==> config.mk <==
export PLATFORM = sky130hd
export DESIGN_NAME = bcd_rtc
export DESIGN_NICKNAME = d
export VERILOG_FILES = /design/src/rtl/rtc_pkg.sv /design/src/rtl/rtc_calendar_step.sv /design/src/rtl/rtc_time_core.sv /design/src/rtl/rtc_read_mux.sv /design/src/rtl/bcd_rtc.sv
export SDC_FILE = /design/constraint.sdc
export NUM_CORES = 1
export LEC_CHECK = 0
export ABC_CLOCK_PERIOD_IN_PS = 5200
export BUFFER_PORTS_ARGS = -buffer_cell sky130_fd_sc_hd__buf_2
export CORE_UTILIZATION = 40
export CTS_CLUSTER_DIAMETER = 30
export DETAILED_ROUTE_END_ITERATION = 10
export PLACE_DENSITY = 0.61
export SLEW_MARGIN = 15
export SYNTH_ARGS = -nofsm -noshare
export SYNTH_HDL_FRONTEND = slang
export SYNTH_SLANG_ARGS = --single-unit
==> constraint.sdc <==
create_clock -name clk -period 5.2 [get_ports clk]
set_clock_uncertainty 0.1 [all_clocks]
set_input_delay 1.04 -clock clk [delete_from_list [all_inputs] [get_ports clk]]
set_output_delay 1.04 -clock clk [all_outputs]
set_load 0.005 [all_outputs]
==> src/rtl/rtc_pkg.sv <==
package rtc_pkg;

    localparam int NREG  = 8;
    localparam int OFF_W = $clog2(NREG);

    // time fields kept as packed BCD bytes
    typedef struct packed {
        logic [7:0] secs;
        logic [7:0] mins;
        logic [7:0] hrs;
        logic [2:0] dow;
        logic [7:0] date;
        logic [7:0] mon;
        logic [7:0] yr;
        logic       cent;
    } rtc_time_t;

    localparam rtc_time_t TIME_RST = '{secs: 8'h00, mins: 8'h00, hrs: 8'h00,
                                       dow: 3'd1, date: 8'h01, mon: 8'h01,
                                       yr: 8'h00, cent: 1'b0};

    typedef enum logic [OFF_W-1:0] {
        OFF_CTRL = 3'd0,
        OFF_SEC  = 3'd1,
        OFF_MIN  = 3'd2,
        OFF_HR   = 3'd3,
        OFF_DAY  = 3'd4,
        OFF_DATE = 3'd5,
        OFF_MON  = 3'd6,
        OFF_YR   = 3'd7
    } reg_off_e;

    localparam logic [7:0] MASK_SEC  = 8'h7F;
    localparam logic [7:0] MASK_MIN  = 8'h7F;
    localparam logic [7:0] MASK_HR   = 8'h3F;
    localparam logic [7:0] MASK_DATE = 8'h3F;
    localparam logic [7:0] MASK_MON  = 8'h1F;

    localparam int CTRL_LOAD_BIT   = 7;
    localparam int CTRL_FREEZE_BIT = 6;

    function automatic logic [7:0] bcd_inc(input logic [7:0] v);
        if (v[3:0] == 4'd9) return {v[7:4] + 4'd1, 4'd0};
        return {v[7:4], v[3:0] + 4'd1};
    endfunction

    // year mod 4 from BCD digits: (2*tens + ones) mod 4
    function automatic logic bcd_leap(input logic [7:0] y);
        logic [1:0] r;
        r = {y[4], 1'b0} + y[1:0];
        return (r == 2'd0);
    endfunction

    function automatic logic [7:0] month_last(input logic [7:0] m, input logic [7:0] y);
        case (m)
            8'h02:                      return bcd_leap(y) ? 8'h29 : 8'h28;
            8'h04, 8'h06, 8'h09, 8'h11: return 8'h30;
            default:                    return 8'h31;
        endcase
    endfunction

endpackage

==> src/rtl/rtc_calendar_step.sv <==
module rtc_calendar_step
    import rtc_pkg::*;
(
    input  rtc_time_t cur,
    input  logic      cent_en,
    output rtc_time_t nxt
);
    logic c_min, c_hr, c_day, c_mon, c_yr;

    always_comb begin
        nxt   = cur;
        c_min = (cur.secs >= 8'h59);
        c_hr  = c_min && (cur.mins >= 8'h59);
        c_day = c_hr && (cur.hrs >= 8'h23);
        c_mon = c_day && (cur.date >= month_last(cur.mon, cur.yr));
        c_yr  = c_mon && (cur.mon >= 8'h12);

        nxt.secs = c_min ? 8'h00 : bcd_inc(cur.secs);
        if (c_min) nxt.mins = c_hr ? 8'h00 : bcd_inc(cur.mins);
        if (c_hr)  nxt.hrs  = c_day ? 8'h00 : bcd_inc(cur.hrs);
        if (c_day) begin
            nxt.dow  = (cur.dow >= 3'd7) ? 3'd1 : cur.dow + 3'd1;
            nxt.date = c_mon ? 8'h01 : bcd_inc(cur.date);
        end
        if (c_mon) nxt.mon = c_yr ? 8'h01 : bcd_inc(cur.mon);
        if (c_yr) begin
            nxt.yr = (cur.yr >= 8'h99) ? 8'h00 : bcd_inc(cur.yr);
            if ((cur.yr >= 8'h99) && cent_en) nxt.cent = ~cur.cent;
        end
    end
endmodule

==> src/rtl/rtc_time_core.sv <==
module rtc_time_core
    import rtc_pkg::*;
(
    input  logic      clk,
    input  logic      rst_n,
    input  logic      adv,
    input  logic      load,
    input  rtc_time_t load_val,
    input  logic      cent_wr,
    input  logic      cent_val,
    input  logic      cent_en,
    output rtc_time_t live_q,
    output rtc_time_t live_d
);
    rtc_time_t stepped;

    rtc_calendar_step u_step (
        .cur     (live_q),
        .cent_en (cent_en),
        .nxt     (stepped)
    );

    // priority: load, then direct century write, then tick advance
    always_comb begin
        live_d = live_q;
        if (load) begin
            live_d = load_val;
        end else begin
            if (adv)     live_d = stepped;
            if (cent_wr) live_d.cent = cent_val;
        end
    end

    always_ff @(posedge clk) begin
        if (!rst_n) live_q <= TIME_RST;
        else        live_q <= live_d;
    end
endmodule

==> src/rtl/rtc_read_mux.sv <==
module rtc_read_mux
    import rtc_pkg::*;
(
    input  logic                 hit,
    input  logic [OFF_W-1:0]     off,
    input  rtc_time_t            shadow,
    input  logic [7:0]           ctrl,
    input  logic                 stop,
    input  logic                 cent_en,
    input  logic                 ftest,
    output logic [7:0]           rdata
);
    always_comb begin
        rdata = 8'h00;
        if (hit) begin
            case (off)
                OFF_CTRL: rdata = ctrl;
                OFF_SEC:  rdata = {stop, shadow.secs[6:0]};
                OFF_MIN:  rdata = shadow.mins & MASK_MIN;
                OFF_HR:   rdata = shadow.hrs & MASK_HR;
                OFF_DAY:  rdata = {1'b0, ftest, cent_en, shadow.cent, 1'b0, shadow.dow};
                OFF_DATE: rdata = shadow.date & MASK_DATE;
                OFF_MON:  rdata = shadow.mon & MASK_MON;
                default:  rdata = shadow.yr;
            endcase
        end
    end
endmodule

==> src/rtl/bcd_rtc.sv <==
module bcd_rtc
    import rtc_pkg::*;
#(
    parameter int ADDR_W = 15
) (
    input  logic              clk,
    input  logic              rst_n,
    input  logic              tick_1hz,
    input  logic [ADDR_W-1:0] addr,
    input  logic              wr_en,
    input  logic [7:0]        wdata,
    output logic [7:0]        rdata
);
    typedef struct packed {
        rtc_time_t  sh;
        logic [7:0] ctrl;
        logic       stop;
        logic       cent_en;
        logic       ftest;
    } host_t;

    localparam host_t HOST_RST = '{sh: TIME_RST, ctrl: 8'h00, stop: 1'b1,
                                   cent_en: 1'b0, ftest: 1'b0};

    host_t q, d;

    logic             in_win;
    logic [OFF_W-1:0] off;
    logic             hw, adv, frz, load, cent_wr;
    rtc_time_t        live_q, live_d, shadow_q;

    assign in_win   = &addr[ADDR_W-1:OFF_W];
    assign off      = addr[OFF_W-1:0];
    assign hw       = wr_en && in_win;
    assign adv      = tick_1hz && !q.stop;
    assign frz      = q.ctrl[CTRL_FREEZE_BIT] || q.ctrl[CTRL_LOAD_BIT];
    assign load     = hw && (off == OFF_CTRL) && q.ctrl[CTRL_LOAD_BIT] && !wdata[CTRL_LOAD_BIT];
    assign cent_wr  = hw && (off == OFF_DAY);
    assign shadow_q = q.sh;

    rtc_time_core u_core (
        .clk      (clk),
        .rst_n    (rst_n),
        .adv      (adv),
        .load     (load),
        .load_val (q.sh),
        .cent_wr  (cent_wr),
        .cent_val (wdata[4]),
        .cent_en  (q.cent_en),
        .live_q   (live_q),
        .live_d   (live_d)
    );

    always_comb begin
        d = q;
        if (hw) begin
            case (off)
                OFF_CTRL: d.ctrl = wdata;
                OFF_SEC: begin
                    d.stop    = wdata[7];
                    d.sh.secs = wdata & MASK_SEC;
                end
                OFF_MIN: d.sh.mins = wdata & MASK_MIN;
                OFF_HR:  d.sh.hrs  = wdata & MASK_HR;
                OFF_DAY: begin
                    d.ftest   = wdata[6];
                    d.cent_en = wdata[5];
                    d.sh.cent = wdata[4];
                    d.sh.dow  = wdata[2:0];
                end
                OFF_DATE: d.sh.date = wdata & MASK_DATE;
                OFF_MON:  d.sh.mon  = wdata & MASK_MON;
                default:  d.sh.yr   = wdata;
            endcase
        end
        // refresh from the counters' next state so the copy is coherent
        if (adv && !frz) d.sh = live_d;
    end

    always_ff @(posedge clk) begin
        if (!rst_n) q <= HOST_RST;
        else        q <= d;
    end

    rtc_read_mux u_rd (
        .hit     (in_win),
        .off     (off),
        .shadow  (q.sh),
        .ctrl    (q.ctrl),
        .stop    (q.stop),
        .cent_en (q.cent_en),
        .ftest   (q.ftest),
        .rdata   (rdata)
    );
endmodule

=== Word level (Yosys, flattened, before mapping) ===
Index checks and enable logic that the tools add are counted.
Widths: inputs -> output; s select.

* Register bits: 115
* Word-level logic and storage cells: 154

* Add/sub/neg operators: 14
* Magnitude comparators: 7
* Equal/unequal tests: 18
* Mux-type cells: 56
* Bitwise gates (word level): 1
* Reduce and logical (&&, ||, !) cells: 38

{| class="wikitable"
|+ Operator list
! cell !! count
|-
| $mux 8 || 29
|-
| $mux 52 || 3
|-
| $mux 63 || 1
|-
| $pmux 8 s7 || 1
|-
| $add 4x1->4 const B || 12
|-
| $eq 4x4->1 const B || 6
|-
| $reduce_and 2->1 || 10
|-
| $eq 8x3->1 const B || 2
|-
| $ge 8x7->1 const B || 2
|-
| $mux 1 || 16
|-
| $reduce_bool 2->1 || 7
|-
| $logic_and 1x1->1 || 12
|-
| $reduce_and 12->1 || 1
|-
| $mux 11 || 1
|-
| $pmux 5 s2 || 1
|-
| $eq 3x3->1 const B || 3
|-
| $mux 9 || 1
|-
| $eq 8x2->1 const B || 1
|-
| $eq 8x4->1 const B || 1
|-
| $eq 8x5->1 const B || 1
|-
| $ge 8x5->1 const B || 1
|-
| $ge 8x6->1 const B || 1
|-
| $ge 8x8->1 || 1
|-
| $ge 8x8->1 const B || 1
|-
| other kinds (15) || 19
|}

=== Logic depth before layout (Yosys ltp) ===
Gate-level depths: netlist (run 1).

* Depth after elaboration: 15
* Gate-level depth with buffers: 14

=== Cells and area by module ===
A second synthesis (run 1) with hierarchy kept.

* Cells, all modules: 974
* Area total of the unflattened synthesis: 8215.4 um^2

{| class="wikitable"
|+ Modules (own cells, without submodules)
! module !! times used !! cells each !! area each (um^2) !! seq. area each (um^2)
|-
| bcd_rtc || 1 || 346 || 3054.2 || 1261.2
|-
| rtc_time_core || 1 || 291 || 2947.8 || 1041.0
|-
| rtc_calendar_step || 1 || 262 || 1677.9 || 0.0
|-
| rtc_read_mux || 1 || 75 || 535.5 || 0.0
|}

=== Worst setup path before layout (run 1) ===
No wires, ideal clock.

* Path type: in2out
* Start point: in addr[2]
* End point: out rdata[4]
* Arrival: 2435 ps
* Data required time: 4060 ps
* Setup slack: 1625 ps
* Stages on the path: 7
* Path buffers: 3
* Path through: clkbuf_1 clkbuf_1 clkbuf_1 a211oi_1 a31oi_1 nor2_1 nor3_1

* Word-level cells in the longest chain between the ends: 3

{| class="wikitable"
|+ RTL lines
! element !! line !! RTL
|-
| start, declared || bcd_rtc.sv:9 || <nowiki>input logic [ADDR_W-1:0] addr,</nowiki>
|-
| $eq 3x3->1 (tied with other cells) || rtc_read_mux.sv:16 || <nowiki>case (off)</nowiki>
|-
| $pmux 8 s7 (*) || rtc_read_mux.sv:16 ||
|-
| $mux 8 (*) || rtc_read_mux.sv:15 || <nowiki>if (hit) begin</nowiki>
|-
| end, declared || bcd_rtc.sv:12 || <nowiki>output logic [7:0] rdata</nowiki>
|}

Every way passes the cells marked *; elsewhere a longest branch is shown, timed or not.

=== Worst setup path after layout (run 1) ===
* Start point: in addr[2]
* End point: out rdata[2]

The elaborated chain is that of the path after synthesis.

==> run summary, run 1 <==
The flow ran to the end, and the final reports show no timing, DRC or antenna violations. The share of async-settable or async-resettable flops after synthesis is 0, and the number of buffers inserted during clock tree synthesis is 17. The final clock period utilization by the worst path is 0.7138. The run gives 0 as the number of setup buffers added after CTS. Relative to the synthesized area, the layout overhead comes to 13.70%.

Summing every instance area after synthesis gives 6620 sq um. The time the worst path needs with I/O delays and setup is 3712 ps. Along the worst hold path, the cell count comes to 2.

The switching share of power is 0.2293. Across all setup checks in the final design, the least slack found is 1488 ps. The initialized floorplan defines 46 standard-cell rows. The die is 130.6 um tall. The tools report the number of warnings issued by yosys as 0. The per-cell routed wire length came out at 19.79 um. Number of global-route vias before repair: 5759. The synthesized design contains 0 enable-type register cells. Setup repair after global routing left no endpoint under its margin. In this run the worst path has a maximum fanout of 29. The layout cell share with drive strength beyond 1 came out at 0.1348. Averaged over all synthesized cells, the footprint is 8.359 sq um.

Detailed routing inserted a total of 6224 vias. Of all cell types, the one taking the most synthesized area is sky130_fd_sc_hd__dfxtp_1. The hold violation count in the final report was 0; the number of nets in the synthesized netlist was 840. For this run, the top clock speed supported by timing is 0.2694 GHz.

The longest clock path from root to sink contains 2 buffers. The area fraction of the dominant cell type after synthesis was 0.3478. For the total I/O pin count, the log shows 35.

The die covers 17070 sq um. For the effective utilization at floorplan, the log shows 0.4137. The final count of pins violating max slew is 0, and the portion of total power attributed to sequential cells is 0.410.

The first global-routing pass estimated 32.23 mm of wire. At the worst endpoint, the arrival time is 2570 ps. The count of cells in the finished layout, fillers not included, comes to 1032. Buffer cell driving the clock tree root: sky130_fd_sc_hd__clkbuf_16.

In this run the power spent charging and discharging nets is 0.4937 mW. The combinational cell fraction of total power is 0.036, and the clock-pin transition on the worst setup and hold timing paths is 50 ps. The routability-driven placement congestion ratio was 0.8552. Data required time at the worst endpoint: 4060 ps. The tree built by TritonCTS fans out to 115 sinks. After legalization and detailed placement, the total HPWL measured 14.38 mm. The via count normalized by instance count came out at 6.031.

The ratio of total power to cell area works out to 286.1 nW/um^2. The detailed router finished its first iteration with 516 violations. The max-slew headroom at the worst pin is 0.5089, and the setup-violating endpoint count in the final report is 0.

STA classifies the critical path endpoint as a primary output. Path type of the worst min-delay path: register to register. The internal power summed over all cells is 1.660 mW, and the distinct cell type count of the synthesized netlist is 77.

The most numerous cell in the Yosys netlist was sky130_fd_sc_hd__dfxtp_1. The number of levels the H-tree was split into is 4. Counting tap cells, the placed design contains a total of 1000 instances.

Initial antenna violation count: 0. For this run, the post-layout net count is 851. The most instantiated flip-flop cell in the synthesis netlist was sky130_fd_sc_hd__dfxtp_1. The setup TNS after final layout came out at 0 ps. The slew at the pin with the worst max-slew slack was 732.2 ps; the number of buffers added on ports was 34.

For the share of power burned in the clock network, the log shows 0.553. Measured in cells, the most critical reg-to-reg path has a length of 11. The post-detailed-route count of antenna-violating nets is 0.

The worst slack after detailed placement was 1473 ps. Across the run, the number of max-cap violations was 0. The number of antenna diodes in the final layout is 0. After synthesis, the cell types taking the most area are sky130_fd_sc_hd__dfxtp_1, sky130_fd_sc_hd__mux2i_1, sky130_fd_sc_hd__o21ai_0. Total DRC errors in the routed layout: 0. At the later pin of the worst-skew pair, clock insertion delay measures 430 ps.

Aggregate global-route resource usage: 0.2527. The critical path class is primary input to primary output. By count the netlist is led by sky130_fd_sc_hd__dfxtp_1, sky130_fd_sc_hd__nor2_1, sky130_fd_sc_hd__nand2_1.

The run gives 2.947 nW as the leakage power of the design. The width of the die is 130.6 um, and the flop and latch count out of synthesis is 115. The number of gates resized after CTS was 0. The number of detailed-route iterations in the first pass was 5; the number of hold-repair buffers added at the cts stage was 0. TritonCTS built the clock tree. The total congestion overflow after global routing came out at 0. STA classifies the critical path startpoint as a primary input. In this run the standard cell core region covers 16000 sq um. IR analysis of the VDD net gives a maximum drop of 0.1862 mV. Wire length after detailed routing: 20.43 mm. Counting every instance in the synthesized netlist gives 792.

Entering global routing, the biggest net connects 44 pins. For the sequential-to-total area share from yosys stat, the log shows 0.3478.
## sequential cells by signal, indices dropped and copies added, names as in the netlist
register / cells
q: 63
u_core.live_q: 52
## worst max-delay path, stage by stage
cell,delay [ps]
sky130_fd_sc_hd__buf_2,430
sky130_fd_sc_hd__nor2b_1,360
sky130_fd_sc_hd__a22oi_1,110
sky130_fd_sc_hd__nor2_1,130
sky130_fd_sc_hd__nor2_1,70
sky130_fd_sc_hd__nor3_1,240
sky130_fd_sc_hd__buf_2,170
## metal layers
| metal | wire (um) | track usage |
|---|---|---|
| met3 | 1164 | 0.03868 |
| met5 | 0 | 0 |
| met4 | 402 | 0.09736 |
| met1 | 9420 | 0.3427 |
| met2 | 9438 | 0.4037 |
## area by class of cell
| class | count | area (sq um) |
|---|---|---|
| clock buffer | 21 | 480.5 |
| tap | 216 | 270.3 |
| inverter | 14 | 52.55 |
| fill | 1605 | 8473 |
| multi-input combinational | 607 | 4020 |
| clock inverter | 11 | 126.4 |
| sequential | 115 | 2302 |
| timing repair buffer | 48 | 275.3 |
## logic make-up after synthesis
| kind of cell | synth area share |
|---|---|
| AOI/OAI and AO/OA | 0.2349 |
| buffers and inverters | 0.04574 |
| xor gates and xnor gates | 0.01058 |
| DFF | 0.3478 |
| and+or+nand+nor | 0.2147 |
| adders and majority gates | 0.03969 |
| muxes | 0.1066 |
## power groups by stage
stage	clock [mW]	sequential [mW]	combinational, mW
final	1.19	0.884	0.0785
after floorplan	0	0.902	0.0426
after global routing	1.25	0.883	0.0845
after detailed placement	0	0.902	0.0776
after CTS	1.20	0.883	0.0776
after global placement	0	0.902	0.0768
## layout by cell type (no fill, tap or decap), types with 16 or more instances in the layout
cell type and count:
sky130_fd_sc_hd__dfxtp_1 115, sky130_fd_sc_hd__nor2_1 72, sky130_fd_sc_hd__nand2_1 64, sky130_fd_sc_hd__o21ai_0 60
sky130_fd_sc_hd__mux2i_1 48, sky130_fd_sc_hd__a21oi_1 42, sky130_fd_sc_hd__nand3_1 40, sky130_fd_sc_hd__buf_2 34
sky130_fd_sc_hd__ha_1 21, sky130_fd_sc_hd__a31oi_1 20, sky130_fd_sc_hd__a211oi_1 17, sky130_fd_sc_hd__o22ai_1 17
sky130_fd_sc_hd__clkbuf_16 17, sky130_fd_sc_hd__nor3_1 16
## worst paths after layout
check	startpoint	end	slack [ps]
hold / removal	q[26]	q[26]	360
setup reg to reg	u_core.live_q[9]	q[15]	1520
hold reg to reg	q[26]	q[26]	360
setup / recovery	addr[2]	rdata[2]	1490
## metrics by stage
stage | power [mW] | utilization | cell area (sq um) | hold slack (ps)
final | 2.153 | 0.4704 | 7527 | 355.6
after global placement | 0.9791 | 0.4325 | 6920 | 335.9
after global routing | 2.213 | 0.4704 | 7527 | 385.5
after detailed placement | 0.9800 | 0.4325 | 6920 | 345.4
after floorplan | 0.9446 | - | 6620 | 324.7
after CTS | 2.162 | 0.4704 | 7527 | 359.4
Note: power is estimated with default switching activity, not from simulation.
==> run 2, diff against run 1 <==
--- a/config.mk
+++ b/config.mk
@@ -5,12 +5,12 @@
 export SDC_FILE = /design/constraint.sdc
 export NUM_CORES = 1
 export LEC_CHECK = 0
-export ABC_CLOCK_PERIOD_IN_PS = 5200
+export ABC_CLOCK_PERIOD_IN_PS = 3000
 export BUFFER_PORTS_ARGS = -buffer_cell sky130_fd_sc_hd__buf_2
 export CORE_UTILIZATION = 40
 export CTS_CLUSTER_DIAMETER = 30
 export DETAILED_ROUTE_END_ITERATION = 10
-export PLACE_DENSITY = 0.61
+export PLACE_DENSITY = 0.63
 export SLEW_MARGIN = 15
 export SYNTH_ARGS = -nofsm -noshare
 export SYNTH_HDL_FRONTEND = slang
==> constraint.sdc (replaced) <==
create_clock -name clk -period 3 [get_ports clk]
set_clock_uncertainty 0.1 [all_clocks]
set_input_delay 0.6 -clock clk [delete_from_list [all_inputs] [get_ports clk]]
set_output_delay 0.6 -clock clk [all_outputs]
set_load 0.005 [all_outputs]
==> run 2 against run 1 <==
The flow now finishes with violations (negative setup slack). Routed wire length increased by 7.7%. Cell count up 5.2%. Combinational power up 95%. Sequential share of layout area decreased by 2.4 points. Clock power rose by 82%. Die area stayed put. Cell area grew 8.7%. Critical path type is now register to register. Critical endpoint is now u_core.live_q[0]. Highest routed layer unchanged.
==> run summary, run 2 (same netlist as run 1, synthesis figures left out) <==
The highest cell delay on the worst timing path is 510 ps (+80 ps). The ratio of total power to cell area came out at 471.3 nW/um^2 (+65%). The largest registers in the layout are q (63), u_core.live_q (52). The portion of total power attributed to sequential cells came out at 0.397 (-0.013). The per-cell routed wire length is 20.26 um (+2.4%). The run gives 0.8496 mW (+72%) as the net switching power figure. The final clock period utilization by the worst path was 1.035. The post-synthesis to final-layout area growth is 23.59%. The maximum root-to-sink buffer count was 2 (unchanged). The logs give 3.006 mW (+81%) for the internal power summed over all cells and 0 (unchanged) for the number of maximum-capacitance constraint violations. Traced cell by cell, the critical path runs through inv_2 -> ha_4 -> mux2i_1 -> nor2b_2 -> a31oi_1 -> o32a_1 -> ha_1 -> or4b_1 -> nand4_1 -> and2_4 -> buf_6 -> buf_6 -> o31a_1 -> o22ai_2 -> a31oi_1. The flow ran to the end, but the final reports show violations. The run gives 678 (+31%) as the number of DRC violations after detailed-routing iteration 0.

Setup repair after global routing could not meet its margin everywhere. The time the worst path needs with I/O delays and setup is 3106 ps, and the number of buffers added on ports is 34 (unchanged). The data required time at the worst endpoint is 3250 ps (-810 ps), and the number of cells in the finished layout apart from fillers is 1086 (+5.2%). For the routability-driven placement congestion ratio, the log shows 0.8974 (+4.9%). The endpoint kind of the worst setup timing path is a register.

Core footprint: 16000 sq um (unchanged). The HPWL after detailed placement is 15.10 mm (+5.0%). The critical path class was register to register.

TritonCTS built the clock tree. Clock-pin transition on the worst setup and hold timing paths: 50 ps (about the same). The logs give 0.2662 (+0.01348) for the aggregate global-route resource usage and 0 (unchanged) for the initial antenna violation count. For this design, the slowest cell found on the critical path is sky130_fd_sc_hd__or4b_1.

The run gives 115 (unchanged) as the clock net sink count. The logs give 46 (unchanged) for the number of standard-cell rows in the floorplan and 0 (unchanged) for the number of hold-repair buffers added at the cts stage. The number of global-route vias before repair was 6131 (+6.5%); the wire length after detailed routing was 22.01 mm (+7.7%).

The library cells used most frequently in the layout, excluding fill and tap cells, are sky130_fd_sc_hd__dfxtp_1, sky130_fd_sc_hd__nor2_1, sky130_fd_sc_hd__nand2_1. The run gives 0 (unchanged) as the number of antenna diodes. The tools report the hold violation count in the final report as 0 (unchanged). For the overall power after layout, the log shows 3.856 mW (+79%). The flip-flop count of the largest register after layout is 63 (unchanged), and the via count is 6623 (+6.4%). The max-slew headroom at the worst pin was 0.4916 (-0.01730); the final critical-path setup slack was -106.5 ps (-1595 ps). The combinational cell fraction of total power was 0.040 (+0.004); the worst slack after detailed placement was -73.72 ps (-1547 ps). Static timing analysis puts the maximum clock frequency at 0.3219 GHz. The area enclosed by the die boundary was 17070 sq um (unchanged); the total congestion overflow after global routing was 0 (unchanged). The run gives 14 (+14) as the setup-violating endpoint count in the final report. The run gives 906 (+6.5%) as the net count of the finished layout.

The final count of pins violating max slew was 0 (unchanged); the post-detailed-route count of antenna-violating nets was 0 (unchanged). The biggest fanout along the worst timing path came out at 4 (-86%). Layout cell share with drive strength beyond 1: 0.2172 (+0.08244). The library cell used most frequently in the layout, excluding fill and tap cells, is sky130_fd_sc_hd__dfxtp_1. The wire length of the first global-routing pass was 33.75 mm (+4.7%). The via count normalized by instance count was 6.099 (+1.1%); the width of the die was 130.6 um (unchanged). The fill cell instance count of the final layout was 1549 (-3.5%). The number of buffers inserted during clock tree synthesis was 17 (unchanged).

The logs give 0.563 (+0.010) for the share of power burned in the clock network and 5 (unchanged) for the number of detailed-route iterations in the first pass. The logs give 35 (unchanged) for the total I/O pin count and 3350 ps (+780 ps) for the arrival time reported for the critical path endpoint. The effective utilization at floorplan was 0.4137 (unchanged). q holds more flip-flops than any other register.

The logs give 1050 (+5.0%) for the cell total after placement and 420 ps (about the same) for the insertion delay to the later sink of the worst-skew pair. The number of levels the H-tree was split into came out at 4 (unchanged). The run gives 49 (+11%) as the maximum number of pins on one net before global-route repair. The kind of cell with the highest combined delay along the critical path is simple AND/OR/NAND/NOR gates.

The setup TNS after final layout came out at -552.5 ps (-552.5 ps). The leakage power of the design is 3.289 nW (+12%). The total DRC errors in the routed layout was 0 (unchanged); the die extent in y was 130.6 um (unchanged).

The slew at the pin with the worst max-slew slack works out to 762.6 ps (+30.37 ps). The path type of the worst min-delay path is register to register. For the highest ir drop seen on vdd, the log shows 0.3298 mV (+77%). The final reports fail on negative setup slack. The count of buffering cells on the critical path with inverters included works out to 3 (+1). The switching share of power came out at 0.2204 (-0.008909).

The root buffer cell chosen for the clock tree is sky130_fd_sc_hd__clkbuf_16. STA classifies the critical path startpoint as a register.
==> run 2: cell count changes in the layout (fill, tap and decap cells not counted), sizes merged <==
cell,previous run,this run
buf,48,103
clkinv,4,3
inv,15,16
bufinv,2,4
clkinvlp,4,3
clkbuf,21,19
==> run 2: repair_timing <==
item / CTS / global route
pin swaps: 1 / 31
buffers inserted: 0 / 5
hold endpoints to repair: 0 / 0
gates resized for setup: 4 / 43
endpoints found under the setup margin: 20 / 41
==> run 2: power groups by stage <==
stage | Clock [mW] | Sequential [mW] | Combinational, mW
global placement | 0 | 1.56 | 0.149
floorplan | 0 | 1.56 | 0.0738
finish | 2.17 | 1.53 | 0.153
global route | 2.27 | 1.53 | 0.163
detailed placement | 0 | 1.56 | 0.148
CTS | 2.19 | 1.53 | 0.149
==> run 2: layer usage <==
layer,vias up,global-route usage,part of all wire
met4,0,0.1176,0.035
met5,-,0,0
met3,54,0.05945,0.079
met2,297,0.4217,0.45
met1,3173,0.3466,0.43
li1,3099,-,-
==> run 2: layout make-up <==
type / instances / area, sq um / area share
Inverter: 14 / 55.05 / 0.006729
Tap cell: 216 / 270.3 / 0.03303
Sequential cell: 115 / 2307 / 0.2820
Multi-Input combinational cell: 607 / 4164 / 0.5089
Timing Repair Buffer: 103 / 753.2 / 0.09206
Clock buffer: 19 / 452.9 / 0.05536
Clock inverter: 12 / 178.9 / 0.02187
==> run 2: path summary, 6_finish.rpt <==
check             depth (start not counted)          endpoint  slack (ps)               from
setup / recovery                         15  u_core.live_q[0]        -110  u_core.live_q[13]
hold / removal                            2             q[27]         350              q[27]
setup reg to reg                         15  u_core.live_q[0]        -110  u_core.live_q[13]
hold reg to reg                           2             q[27]         350              q[27]
==> run 2: worst reg2reg max path: cells and delay by family, from the launching register on <==
family                   cells  cell delay [ps]
multiplexers                 1               90
adder cells (fa/ha/maj)      2              400
AND/OR/NAND/NOR              4              980
flip-flops                   1              360
AO/OA/AOI/OAI                5              790
buffers and inverters        3              320
==> run 2: stage by stage <==
step | area (sq um) | hold WS [ps] | utilization
after CTS | 7993 | 351.3 | 0.4995
after global placement | 7353 | 336.9 | 0.4596
final | 8182 | 353.2 | 0.5113
after floorplan | 6630 | 324.7 | -
after detailed placement | 7353 | 347.0 | 0.4596
after global routing | 8182 | 364.5 | 0.5113
==> run 3, diff against run 2 <==
--- a/config.mk
+++ b/config.mk
@@ -7,11 +7,13 @@
 export LEC_CHECK = 0
 export ABC_CLOCK_PERIOD_IN_PS = 3000
 export BUFFER_PORTS_ARGS = -buffer_cell sky130_fd_sc_hd__buf_2
+export CORE_MARGIN = 4
 export CORE_UTILIZATION = 40
 export CTS_CLUSTER_DIAMETER = 30
 export DETAILED_ROUTE_END_ITERATION = 10
 export PLACE_DENSITY = 0.63
-export SLEW_MARGIN = 15
+export SLEW_MARGIN = 40
 export SYNTH_ARGS = -nofsm -noshare
 export SYNTH_HDL_FRONTEND = slang
+export SYNTH_HIERARCHICAL = 1
 export SYNTH_SLANG_ARGS = --single-unit
==> run 3 against run 2 <==
The run still ends with negative setup slack left. Non-clock buffer count increased by 40. Clock power is essentially flat. Sequential cell count unchanged. Worst setup slack worse by 440 ps. Combinational power is 6% higher. Sequential share of layout area fell by 5.8 points. Register-to-register slack lost 440 ps. Fmax decreased by 12%. First-iteration DRC count fell by 2.5%.
==> run summary, run 3 <==
Maximum number of pins on one net before global-route repair: 72 (+47%). The number of enable-type register cells in the synthesized netlist is 0 (unchanged). The count of buffering cells on the critical path with inverters included is 1 (-2).

The clock net sink count came out at 115 (unchanged). The via count is 8006 (+21%). The initial antenna violation count came out at 0 (unchanged).

The final critical-path setup slack came out at -547.3 ps (-440.8 ps). The final core area utilization is 0.5090 (-0.002311). Critical path class: register to register. The run gives 20230 sq um (+26%) as the core footprint. The run gives 3760 ps (+410 ps) as the arrival time reported for the critical path endpoint. The logs give 420 ps (about the same) for the insertion delay to the later sink of the worst-skew pair and 3.782 nW (+15%) for the leakage power of the design. The tools report the internal power summed over all cells as 2.988 mW (-0.60%). The library cells used most frequently in the layout, excluding fill and tap cells, are sky130_fd_sc_hd__a21oi_1, sky130_fd_sc_hd__dfxtp_1, sky130_fd_sc_hd__buf_4. The ratio of total power to cell area was 374.8 nW/um^2 (-20%). The biggest fanout along the worst timing path is 5 (+1).

The most used flip-flop cell after synthesis is sky130_fd_sc_hd__dfxtp_1. The distinct cell type count of the synthesized netlist came out at 79 (+2.6%). The logs give 0 (unchanged) for the total congestion overflow after global routing and 0 (unchanged) for the post-detailed-route count of antenna-violating nets. The number of levels the H-tree was split into is 4 (unchanged). The area fraction of the dominant cell type after synthesis was 0.2802 (-0.06753). The post-synthesis average cell area came out at 8.435 sq um (+0.91%). HPWL after detailed placement: 17.15 mm (+14%).

The final clock period utilization by the worst path works out to 1.182 (+0.1469). The highest ir drop seen on vdd was 0.2206 mV (-33%); the number of antenna diodes was 0 (unchanged). The worst setup path is captured at a register. In the final layout, the registers with the most flip-flops are q (63), u_core/live_q (52).

By instance count, the leading cell after synthesis is sky130_fd_sc_hd__a21oi_1. The run gives 353.3 ps (+0.1540 ps) as the final hold slack. The tree is rooted in a sky130_fd_sc_hd__clkbuf_16.

The maximum clock frequency was 0.2819 GHz (-12%); the fill cell instance count of the final layout was 1808 (+17%). The die extent in y is 151.3 um (+16%), and the hold violation count in the final report is 0 (unchanged). The logs give 0.9097 (+1.4%) for the routability-driven placement congestion ratio and 22890 sq um (+34%) for the area enclosed by the die boundary.

The checks that failed: negative setup slack. The number of global-route vias before repair is 7354 (+20%), and the data required time at the worst endpoint is 3210 ps (-40 ps). The total DRC errors in the routed layout was 0 (unchanged); the number of buffers added on ports was 34 (unchanged). The signal on the critical path passes through or2_4 -> nor4_4 -> nor2_1 -> a31oi_1 -> o22ai_1 -> ha_1 -> nor4b_2 -> o211ai_1 -> or3_4 -> buf_6 -> a31oi_4 -> a21oi_2 -> mux2i_1 -> a21oi_1 -> nor2_1 -> a21oi_1 -> o221a_1.

The highest-delay cell along the critical path was sky130_fd_sc_hd__or3_4. The run gives 0.562 (about the same) as the share of power burned in the clock network. Share of async-settable or async-resettable flops after synthesis: 0 (unchanged).

The switching share of power is 0.2259 (+0.005577). The combinational cell fraction of total power was 0.042 (+0.002); the post-synthesis cell area was 8215 sq um (+24%). The number of buffers inserted during clock tree synthesis is 17 (unchanged), and the maximum root-to-sink buffer count is 2 (unchanged). The effective utilization at floorplan is 0.4060 (-0.007737). By area the synthesized netlist is led by sky130_fd_sc_hd__dfxtp_1, sky130_fd_sc_hd__mux2i_1, sky130_fd_sc_hd__a21oi_1. The tools report the number of standard-cell rows in the floorplan as 52 (+13%). The commonest cells after synthesis are sky130_fd_sc_hd__a21oi_1, sky130_fd_sc_hd__dfxtp_1, sky130_fd_sc_hd__mux2i_1.

Setup repair after global routing could not meet its margin everywhere. Via count normalized by instance count: 5.993 (-1.7%). The flip-flop count of the largest register after layout is 63 (unchanged), and the area of all placed cells without fillers is 10300 sq um (+26%). The wire length of the first global-routing pass was 39.51 mm (+17%). On the critical path the largest part of the delay comes from simple AND/OR/NAND/NOR gates. The net switching power figure came out at 0.8722 mW (+2.7%).

The net count of the finished layout is 1101 (+22%). The aggregate global-route resource usage came out at 0.2175 (-0.04871). Number of maximum-capacitance constraint violations: 0 (unchanged). The area growth from synthesis to layout is 25.37%. The tools report the number of detailed-route iterations in the first pass as 5 (unchanged). The tools report the standard cell area after detailed placement as 9080 sq um (+23%). The biggest area contributor in the post-synthesis netlist is sky130_fd_sc_hd__dfxtp_1.

The time the worst path needs with I/O delays and setup came out at 3547 ps (+440.8 ps). The run gives 0.2802 (-0.06753) as the sequential-to-total area share from yosys stat. The worst hold path belongs to the class primary input to register.

Wire length after detailed routing: 25.30 mm (+15%). The number of nets in the synthesized netlist came out at 1022 (+22%). The layout cell share with drive strength beyond 1 works out to 0.2852 (+0.06794). The number of DRC violations after detailed-routing iteration 0 is 661 (-2.5%). The flow ran to the end, but the final reports show violations.

The flop and latch count out of synthesis is 115 (unchanged), and the setup TNS after final layout is -16860 ps (-16310 ps). The setup-violating endpoint count in the final report was 47 (+33). The tools report the max-slew headroom at the worst pin as 0.4860 (-0.005652). The slew at the pin with the worst max-slew slack was 771.1 ps (+8.478 ps); the post-synthesis cell count was 974 (+23%). The total I/O pin count was 35 (unchanged); the width of the die was 151.3 um (+16%). The most common cell after layout, fill and taps aside was sky130_fd_sc_hd__a21oi_1.

The number of warnings issued by yosys is 6 (+6), and the per-cell routed wire length is 18.94 um (-6.5%). The run gives 0 (unchanged) as the final count of pins violating max slew. Ranked by flip-flop count, first place goes to q. The highest cell delay on the worst timing path was 420 ps (-90 ps).

The element type at the critical path start is a register. TritonCTS built the clock tree. The tools report the portion of total power attributed to sequential cells as 0.396 (about the same).

The clock-pin transition on the worst setup and hold timing paths works out to 60 ps (about the same).
==> run 3: cell types whose count changed after synthesis, sizes merged, moves of 22 or more <==
cell and delta:
a21oi +99, mux2i +26, nor2b +43, buf +34, a211oi +30, nand4 +22
==> run 3: cells by family after synthesis <==
family          Yosys count  share of synthesized area
compound gates          327                     0.2755
mux                      79                    0.09884
fa+ha+maj                21                    0.03198
flops                   115                     0.2802
xor+xnor                 11                    0.01173
other cells               1                  0.0004565
buf+inv                 103                    0.06853
simple gates            317                     0.2327
==> run 3: path summary, 6_finish.rpt <==
check,cells after the start,startpoint,endpoint,slack (ps)
setup / recovery,17,u_core/live_q[16],q[19],-550
hold / removal,3,wdata[7],q[2],350
setup reg to reg,17,u_core/live_q[16],q[19],-550
hold reg to reg,2,q[35],q[35],370
==> run 3: routing by layer <==
metal,vias to the layer above,part of all wire,global-route usage
li1,3835,-,-
met1,3838,0.45,0.3043
met2,277,0.46,0.3347
met3,56,0.059,0.03890
met4,0,0.028,0.07842
met5,-,0,0
==> run 3: repair_timing <==
| item | 4_1_cts | 5_1_grt |
|---|---|---|
| pin swaps | 31 | 36 |
| setup buffers | 16 | 11 |
| cloned | 0 | 0 |
| resized for setup | 28 | 56 |
| hold buffers | 0 | 0 |
| endpoints found under the setup margin | 46 | 49 |
==> run 3: final cells by class <==
cell class              count  area [sq um]  share of cell area
inverters                  20         76.32            0.007410
clock buffers              20         446.7             0.04337
flip-flops and latches    115          2308              0.2241
multi-input cells         756          5804              0.5635
repair buffers            143          1145              0.1112
clock inverters            12         181.4             0.01761
well taps                 270         337.8             0.03280
==> run 3: stage by stage <==
step | setup slack [ps] | power [mW] | instances
detailed placement | -666.3 | 1.718 | 1280
CTS | -527.7 | 3.872 | 1328
global route | -772.0 | 3.954 | 1336
floorplan | -313.3 | 1.649 | 974
global placement | -547.8 | 1.718 | 1280
finish | -547.3 | 3.860 | 1336
==> run 3: worst reg2reg max path, cell delays in order, from the launching register on <==
cell	delay, ps
sky130_fd_sc_hd__dfxtp_2	320
sky130_fd_sc_hd__or2_4	270
sky130_fd_sc_hd__nor4_4	240
sky130_fd_sc_hd__nor2_1	70
sky130_fd_sc_hd__a31oi_1	150
sky130_fd_sc_hd__o22ai_1	90
sky130_fd_sc_hd__ha_1	310
sky130_fd_sc_hd__nor4b_2	210
sky130_fd_sc_hd__o211ai_1	170
sky130_fd_sc_hd__or3_4	420
sky130_fd_sc_hd__buf_6	140
sky130_fd_sc_hd__a31oi_4	150
sky130_fd_sc_hd__a21oi_2	60
sky130_fd_sc_hd__mux2i_1	230
sky130_fd_sc_hd__a21oi_1	100
sky130_fd_sc_hd__nor2_1	100
sky130_fd_sc_hd__a21oi_1	50
sky130_fd_sc_hd__o221a_1	280
==> run 3: power by group through the flow <==
stage	logic, mW	registers (mW)	clock network [mW]
after floorplan	0.0895	1.56	0
after global placement	0.158	1.56	0
after detailed placement	0.158	1.56	0
after CTS	0.158	1.53	2.19
after global routing	0.172	1.53	2.26
final	0.162	1.53	2.17
